<file path="src/rtl/vscat_pkg.sv">
package vscat_pkg;

   localparam int unsigned ADDR_W = 64;
   localparam int unsigned HALF_W = 16;
   localparam int unsigned IMM_W  = 5;

   typedef enum logic [1:0] {
      ST_IDLE = 2'd0,
      ST_RUN  = 2'd1,
      ST_DONE = 2'd2
   } seq_state_e;

endpackage

</file>
<file path="src/rtl/vscat_pred_decode.sv">
module vscat_pred_decode #(
   parameter int unsigned VLEN = 256
)(
   input  logic [VLEN/8-1:0]  pred_i,
   input  logic               wide_i,
   output logic [VLEN/32-1:0] act_o
);
   localparam int unsigned N32 = VLEN / 32;
   localparam int unsigned N64 = VLEN / 64;

   // Each lane is governed by the predicate bit of its lowest byte.
   for (genvar e = 0; e < N32; e++) begin : g_lane
      if (e < N64) begin : g_dual
         assign act_o[e] = wide_i ? pred_i[e*8] : pred_i[e*4];
      end else begin : g_narrow_only
         assign act_o[e] = ~wide_i & pred_i[e*4];
      end
   end

endmodule

</file>
<file path="src/rtl/vscat_pick.sv">
module vscat_pick #(
   parameter int unsigned N = 8
)(
   input  logic [N-1:0]         pend_i,
   output logic                 any_o,
   output logic [N-1:0]         oh_o,
   output logic [$clog2(N)-1:0] idx_o
);
   localparam int unsigned IDX_W = $clog2(N);

   assign any_o = |pend_i;
   // Isolate the lowest set bit.
   assign oh_o  = pend_i & (~pend_i + N'(1));

   always_comb begin
      idx_o = '0;
      for (int i = N - 1; i >= 0; i--) begin
         if (pend_i[i]) idx_o = IDX_W'(i);
      end
   end

endmodule

</file>
<file path="src/rtl/vscat_lane_sel.sv">
module vscat_lane_sel
   import vscat_pkg::*;
#(
   parameter int unsigned VLEN = 256
)(
   input  logic [VLEN-1:0]              base_i,
   input  logic [VLEN-1:0]              data_i,
   input  logic                         wide_i,
   input  logic [$clog2(VLEN/32)-1:0]   idx_i,
   input  logic [IMM_W-1:0]             imm_i,
   output logic [ADDR_W-1:0]            addr_o,
   output logic [HALF_W-1:0]            half_o
);
   localparam int unsigned N32   = VLEN / 32;
   localparam int unsigned N64   = VLEN / 64;
   localparam int unsigned IDX_W = $clog2(N32);

   logic [31:0]       base32, data32;
   logic [63:0]       base64, data64;
   logic [ADDR_W-1:0] base_ext;
   logic [ADDR_W-1:0] offset;

   always_comb begin
      base32 = '0;
      data32 = '0;
      for (int e = 0; e < N32; e++) begin
         if (idx_i == IDX_W'(e)) begin
            base32 = base_i[e*32 +: 32];
            data32 = data_i[e*32 +: 32];
         end
      end
   end

   always_comb begin
      base64 = '0;
      data64 = '0;
      for (int e = 0; e < N64; e++) begin
         if (idx_i == IDX_W'(e)) begin
            base64 = base_i[e*64 +: 64];
            data64 = data_i[e*64 +: 64];
         end
      end
   end

   assign base_ext = wide_i ? base64 : {32'b0, base32};
   assign offset   = ADDR_W'({imm_i, 1'b0});
   assign addr_o   = base_ext + offset;
   assign half_o   = wide_i ? data64[HALF_W-1:0] : data32[HALF_W-1:0];

endmodule

</file>
<file path="src/rtl/vscatter_seq.sv">
module vscatter_seq
   import vscat_pkg::*;
#(
   parameter int unsigned VLEN = 256
)(
   input  logic                clk,
   input  logic                rst_n,
   input  logic                start_i,
   input  logic                wide_i,
   input  logic [IMM_W-1:0]    imm_i,
   input  logic [VLEN-1:0]     base_i,
   input  logic [VLEN-1:0]     data_i,
   input  logic [VLEN/8-1:0]   pred_i,
   output logic                wr_valid_o,
   input  logic                wr_ready_i,
   output logic [ADDR_W-1:0]   wr_addr_o,
   output logic [HALF_W-1:0]   wr_data_o,
   output logic                busy_o,
   output logic                done_o
);
   localparam int unsigned N32   = VLEN / 32;
   localparam int unsigned IDX_W = $clog2(N32);

   if (VLEN % 128 != 0 || VLEN < 128) begin : g_bad_vlen
      $error("vscatter_seq: VLEN must be a nonzero multiple of 128");
   end

   seq_state_e       state_q;
   logic [N32-1:0]   act_mask, pend_q, pick_oh;
   logic [IDX_W-1:0] pick_idx;
   logic             pick_any, any_act, launch, accept, last;
   logic             wide_q;
   logic [IMM_W-1:0] imm_q;
   logic [VLEN-1:0]  base_q, data_q;

   vscat_pred_decode #(.VLEN(VLEN)) u_dec (
      .pred_i (pred_i),
      .wide_i (wide_i),
      .act_o  (act_mask)
   );

   vscat_pick #(.N(N32)) u_pick (
      .pend_i (pend_q),
      .any_o  (pick_any),
      .oh_o   (pick_oh),
      .idx_o  (pick_idx)
   );

   vscat_lane_sel #(.VLEN(VLEN)) u_lane (
      .base_i (base_q),
      .data_i (data_q),
      .wide_i (wide_q),
      .idx_i  (pick_idx),
      .imm_i  (imm_q),
      .addr_o (wr_addr_o),
      .half_o (wr_data_o)
   );

   assign any_act    = |act_mask;
   assign launch     = start_i && (state_q != ST_RUN);
   assign wr_valid_o = (state_q == ST_RUN) && pick_any;
   assign accept     = wr_valid_o && wr_ready_i;
   assign last       = accept && ((pend_q & ~pick_oh) == '0);
   assign busy_o     = (state_q == ST_RUN);
   assign done_o     = (state_q == ST_DONE);

   always_ff @(posedge clk or negedge rst_n) begin
      if (!rst_n) begin
         state_q <= ST_IDLE;
         pend_q  <= '0;
         wide_q  <= 1'b0;
         imm_q   <= '0;
      end else begin
         case (state_q)
            ST_RUN: begin
               if (accept) pend_q <= pend_q & ~pick_oh;
               if (last)   state_q <= ST_DONE;
            end
            default: begin
               if (launch) begin
                  pend_q  <= act_mask;
                  wide_q  <= wide_i;
                  imm_q   <= imm_i;
                  state_q <= any_act ? ST_RUN : ST_DONE;
               end else begin
                  state_q <= ST_IDLE;
               end
            end
         endcase
      end
   end

   // Operand vectors are captured only when some lane will use them.
   always_ff @(posedge clk or negedge rst_n) begin
      if (!rst_n) begin
         base_q <= '0;
         data_q <= '0;
      end else if (launch && any_act) begin
         base_q <= base_i;
         data_q <= data_i;
      end
   end

endmodule

</file>
<file path="config.mk">
export PLATFORM = sky130hd
export DESIGN_NAME = vscatter_seq
export DESIGN_NICKNAME = d
export VERILOG_FILES = /design/src/rtl/vscat_pkg.sv /design/src/rtl/vscat_pred_decode.sv /design/src/rtl/vscat_pick.sv /design/src/rtl/vscat_lane_sel.sv /design/src/rtl/vscatter_seq.sv
export SDC_FILE = /design/constraint.sdc
export NUM_CORES = 1
export LEC_CHECK = 0
export ABC_CLOCK_PERIOD_IN_PS = 7200
export BUFFER_PORTS_ARGS = -buffer_cell sky130_fd_sc_hd__buf_2
export CAP_MARGIN = 30
export CORE_MARGIN = 4
export CORE_UTILIZATION = 29
export DETAILED_ROUTE_END_ITERATION = 8
export GPL_TIMING_DRIVEN = 0
export PLACE_DENSITY = 0.58
export SYNTH_ARGS = -nofsm -noshare
export SYNTH_HDL_FRONTEND = slang
export SYNTH_SLANG_ARGS = --single-unit
</file>
<file path="constraint.sdc">
create_clock -name clk -period 7.2 [get_ports clk]
set_clock_uncertainty 0.1 [all_clocks]
set_input_delay 0.72 -clock clk [delete_from_list [all_inputs] [get_ports clk]]
set_output_delay 0.72 -clock clk [all_outputs]
set_load 0.01 [all_outputs]
</file>
# Yosys cells after proc, flatten, opt, wreduce, memory -nomap -nowiden
# Cells that the tools add are included.
# totals
input_bits	554
register_bits	512
# classes
n_mux	44
bitwise	10
n_eq_ne	12
add_sub_neg	2
reduce_logical	12
# op_table
op	count
64-bit 2-to-1 mux	5
32-bit 2-to-1 mux	8
16-bit 2-to-1 mux	13
64-bit by 6-bit adder with 64-bit output	1
3-bit 2-to-1 mux	8
8-bit 2-to-1 mux	3
8-bit AND	2
8-bit NOT	2
8-bit OR reduction	2
3-bit == test (second input constant)	4
8-bit by 1-bit adder with 8-bit output (second input constant)	1
8-bit logical NOT	1
2-bit 2-to-1 mux	4
3-bit by 2-bit == test with 1-bit output (second input constant)	2
2-bit by 1-bit inequality test with 1-bit output (second input constant)	3
1-bit logical AND	5
1-bit AND	4
2-bit AND reduction	2
3-bit by 1-bit == test with 1-bit output (second input constant)	1
3-bit logical NOT	1
1-bit 2-to-1 mux	3
2-bit by 1-bit == test with 1-bit output (second input constant)	1
2-bit == test (second input constant)	1
1-bit NOT	2
2-bit nonzero test	1

# Longest topological paths before layout
# depth
ltp_word	19
depth_mapped	27
depth_no_buf	20

# Modules after synthesis
# From an unflattened synthesis, not the netlist that was laid out.
# unflattened
hier_cells	2247
area_unflattened_um2	30432.9
# by_module_without_submodules
module	n_inst	area_each_um2	seq_area_each_um2	cells_each
vscatter_seq	1	22207.5	13212.7	1162
vscat_lane_sel	1	8010.2	0.0	1054
vscat_pick	1	138.9	0.0	23
vscat_pred_decode	1	76.3	0.0	8

# Worst setup path after synthesis
# No wires, ideal clock.
# synth_timing
path_type	register to output
startpoint	register pend_q[0]
endpoint	output port wr_addr_o[51]
path_slack_ps	1107
required_time_ps	6380
path_buffers	9
t_arrival_ps	5273
path_stages_with_launch	24
cell_sequence	dfrtp_1 -> buf_2 -> or2_2 -> clkbuf_1 -> a31oi_1 -> clkbuf_1 -> buf_1 -> buf_2 -> buf_1 -> buf_1 -> clkbuf_1 -> a21oi_1 -> o22a_1 -> ha_1 -> nor2b_1 -> o21ai_0 -> nand2b_1 -> a21oi_1 -> nor3_1 -> nand2_1 -> nor3_2 -> buf_2 -> nand4_1 -> xnor2_1
# synth_via
elab_chain_len	12
elab_cells_between_ends	23
classes_between	1 x add/sub; 7 x eq/ne; 14 x mux; 1 x reduce/logical
# synth_rtl
element	line_no	source
from (decl)	vscatter_seq.sv:29	logic [N32-1:0] act_mask, pend_q, pick_oh;
from (signal assigned)	vscatter_seq.sv:76	if (accept) pend_q <= pend_q & ~pick_oh;
from (signal assigned)	vscatter_seq.sv:81	pend_q <= act_mask;
3-bit 2-to-1 mux *	vscat_pick.sv:18	if (pend_i[i]) idx_o = IDX_W'(i);
3-bit logical NOT	vscat_lane_sel.sv:27, vscat_lane_sel.sv:38	
32-bit 2-to-1 mux (8 in a row)	vscat_lane_sel.sv:27	if (idx_i == IDX_W'(e)) begin
64-bit 2-to-1 mux *	vscat_lane_sel.sv:45	assign base_ext = wide_i ? base64 : {32'b0, base32};
64-bit by 6-bit adder with 64-bit output *	vscat_lane_sel.sv:47	assign addr_o = base_ext + offset;
to (decl)	vscatter_seq.sv:16	output logic [ADDR_W-1:0] wr_addr_o,
# Mark *: on every way between the ends. The rest lies on a longest branch, timed or not.

# Final worst setup path
# layout_timing
startpoint	register pend_q[0]
endpoint	output port wr_addr_o[26]
# The elaborated chain is that of the path after synthesis.

==> summary.txt <==
Status
  • Status: finished, violations left
  • Failing checks: negative setup slack

GRT
  • Largest net degree at the start of global routing: 113
  • GRT Util Overall: 30.1%
  • First-pass GRT wire length: 175 mm
  • Initial antenna violation count: 22
  • GRT Residual Overflow: 0
  • Vias in the first global route: 22.4k

Drt
  • Met2 wire len: 57.2 mm
  • Max layer used: met5
  • WL per Instance: 33.6 um
  • Drt via density: 5.86
  • DRT met1 WL: 50.5 mm
  • Vias: 22.6k
  • Final WL: 130 mm
  • ANT nets after route: 0
  • Met3 wire length: 14.4 mm
  • Post-route DRC: 0
  • DRT iter0 DRCs: 2,672
  • Iteration count of the initial detailed-routing pass: 6

CTS
  • TritonCTS clock tree: yes
  • Root Buffer: clkbuf_16
  • H-tree levels: 2
  • Clock sinks: 400
  • Clk_lat worst skew: 590 ps
  • Clock transition at the registers of the reported paths: 60 ps
  • Maximum buffer depth of the clock tree: 3
  • CTS Buf Count: 49

Floorplan
  • Die W: 288 um
  • Core area: 0.0776 mm^2
  • IO Count: 637
  • Starting Density: 29.3%
  • Die Y: 288 um
  • Die area: 0.0829 mm^2
  • Placement Rows: 102

STA
  • Worst-Margin Slew: 1180 ps
  • Rel. slew slack: 20.1%
  • Tcrit/Tclk final: 100%
  • Fin. Hold Viols: 0
  • Setup violators final: 2
  • Worst hold slack: 209 ps
  • Fin crit period: 7210 ps
  • Slew Viols, Final: 0
  • Final Worst Setup Slack: -13.4 ps
  • Max frequency: 139 MHz

Pwr
  • Pleak: 12.6 nW
  • PD cells: 629 mW/mm^2
  • Total power: 0.0183 W
  • Max VDD drop: 0.281 mV

Synthesis
  • Synth Register Bits: 400
  • Synth Warn #: 0
  • EDFF count, synth: 0
  • Main flop type after synthesis: dfrtp_1
  • Async set or reset register ratio after synthesis: 100%
  • Register area share after synthesis: 44.0%
  • Syn Nets: 2,770
  • Syn Inst Count: 2,210
  • Post-Synthesis Cell Area: 0.0227 mm^2
  • Distinct cells, synth: 89
  • Synth Area per Inst: 10.3 um^2

Finish
  • Share of layout cells above drive strength 1: 41.7%
  • Nets: 3,333
  • P&R area growth vs syn: 27.9%
  • Final core occ: 37.5%
  • Number of fill cells: 8,051

Worst setup path
  • CP arrival: 6390 ps
  • Critical path data required time: 6380 ps
  • CP endpoint kind: output port
  • CP Class: register to output port
  • Crit path max fanout: 14
  • Startpoint Class: register

Hold path
  • Worst hold path class: input port to register

Place
  • HPWL Detailed: 101 mm
  • RePlAce Congestion: 1.02
  • Port bufs: 483

Job
  • Max Cap Violations: 0
placed cells by master (no fill, tap or decap), types with 16 or more instances in the layout:
cell	netlist	routed
buf_2	38	519
dfrtp_1	400	400
mux2_2	396	396
nand2_1	225	223
a21oi_1	192	191
o21ai_0	127	126
clkbuf_1	114	87
nor2_1	82	75
nand3_1	57	57
clkbuf_16	0	49
a22oi_1	41	41
mux2i_1	35	35
buf_4	4	27
nor3_1	29	27
nand4_1	26	26
xnor2_1	33	22
o22ai_1	21	21
a221o_1	20	20
o221ai_1	20	20
a22o_1	20	20
buf_8	0	19
xor2_1	27	19
nor4_1	18	16
inv_1	16	16
a221oi_1	17	16
metal layers:
| metal | global-route usage, % | up-vias |
|---|---|---|
| li1 | - | 9360 |
| met1 | 38.5 | 11300 |
| met2 | 46.7 | 1541 |
| met3 | 9.18 | 361 |
| met4 | 14.2 | 20 |
| met5 | 0.119 | - |
registers in the layout, summed over array words and instances (netlist names):
signal and cells:
state_q 2, data_q 128, imm_q 5, base_q 256, pend_q 8, wide_q 1
logic make-up (layout without fill, tap and decap cells):
group	Yosys count	after routing	share of synthesized area (%)
multiplexers	431	431	21.2
AO/OA/AOI/OAI	599	599	17.3
other	0	10	0
buffers and inverters	194	793	3.54
AND/OR/NAND/NOR	519	519	11.3
flip-flops	400	400	44.0
XOR/XNOR	60	60	2.31
adder cells (fa/ha/maj)	7	7	0.407
what timing repair did:
| item | in CTS | in global routing |
|---|---|---|
| setup buffers | 9 | 2 |
| setup endpoints to repair | 77 | 37 |
| pin swaps | 6 | 6 |
| endpoints found under the hold margin | 20 | 0 |
| resized for setup | 108 | 36 |
| hold buffers | 1 | 0 |
layout make-up:
type | count | area [um^2] | share of cell area (%)
buffer | 164 | 842 | 2.89
antenna | 10 | 25.0 | 0.0860
timing repair buffer | 525 | 2970 | 10.2
tap | 1040 | 1300 | 4.47
sequential | 400 | 10000 | 34.4
inverter | 17 | 63.8 | 0.219
clock inverter | 19 | 225 | 0.774
multi-input combinational | 1616 | 12300 | 42.1
clock buffer | 68 | 1410 | 4.84
worst max-delay path, cell delays in order (launching register included):
cell      delay (ps)
dfrtp_1          370
buf_2            190
or2_2            290
clkbuf_1         180
a31oi_4          220
clkbuf_8         230
buf_4            260
buf_4            320
buf_4            300
o221ai_1         160
a222oi_1         350
mux2i_1          250
ha_1             430
nand2_1           60
o21ai_0          150
buf_2            230
nand2_1          190
nor4_4           410
buf_4            280
nand3_1          140
xor2_1           510
buf_2            240
metrics by stage:
step	cells	area [um^2]	TNS (ps)	worst slack, ps
after global routing	3850	29100	-17.7	-10.3
after detailed placement	3760	26900	-116740	-3160
after global placement	3733	26500	-1447140	-3660
after CTS	3844	28900	0	8.44
final	3859	29100	-21.2	-13.4
after floorplan	2210	22700	0	1110
Yosys cell counts, drive strengths merged, types with 6 or more instances:
cell type / instances / area [um^2]
nand2: 225 / 845
nor4: 22 / 180
nand3: 59 / 305
o221ai: 21 / 190
a222oi: 7 / 70.1
clkbuf: 114 / 428
a22o: 20 / 175
o211ai: 13 / 103
a221oi: 17 / 149
xor2: 27 / 236
and3: 12 / 75.1
nand4: 27 / 175
a221o: 20 / 200
xnor2: 33 / 289
nand2b: 6 / 37.5
nor2b: 8 / 50.1
a31oi: 17 / 113
o221a: 6 / 76.3
mux2: 396 / 4460
inv: 16 / 60.1
nor2: 84 / 320
o22ai: 21 / 131
a311oi: 8 / 70.1
dfrtp: 400 / 10000
a31o: 7 / 61.3
o21bai: 6 / 45.0
a21oi: 193 / 970
o22a: 8 / 70.1
a211o: 6 / 52.6
o21ai: 130 / 651
mux2i: 35 / 350
a22oi: 41 / 308
o2111ai: 7 / 61.3
a211oi: 16 / 130
buf: 63 / 314
nor3: 36 / 221
final timing paths:
path / from / end / slack [ps] / cells after the start
min in group asynchronous: rst_n / base_q[47]$_DFFE_PN0P_ / 430 / 2
worst min register to register: data_q[96]$_DFFE_PN0P_ / data_q[96]$_DFFE_PN0P_ / 410 / 1
worst min-delay path: data_i[231] / data_q[231]$_DFFE_PN0P_ / 210 / 2
worst max-delay path: pend_q[0]$_DFFE_PN0P_ / wr_addr_o[26] / -10 / 21
worst max register to register: pend_q[0]$_DFFE_PN0P_ / state_q[1]$_DFFE_PN0P_ / 3320 / 11
max in group asynchronous: rst_n / base_q[36]$_DFFE_PN0P_ / 5170 / 4
power by group:
| group | total, W | internal (W) | leakage [nW] | switching, W |
|---|---|---|---|---|
| clock | 0.00252 | 0.00145 | 0.798 | 0.00108 |
| sequential | 0.00481 | 0.00340 | 4.70 | 0.00141 |
| combinational | 0.0110 | 0.00404 | 7.06 | 0.00693 |
| total | 0.0183 | 0.00889 | 12.6 | 0.00942 |
No activity file was read; power rests on OpenSTA's default activity.
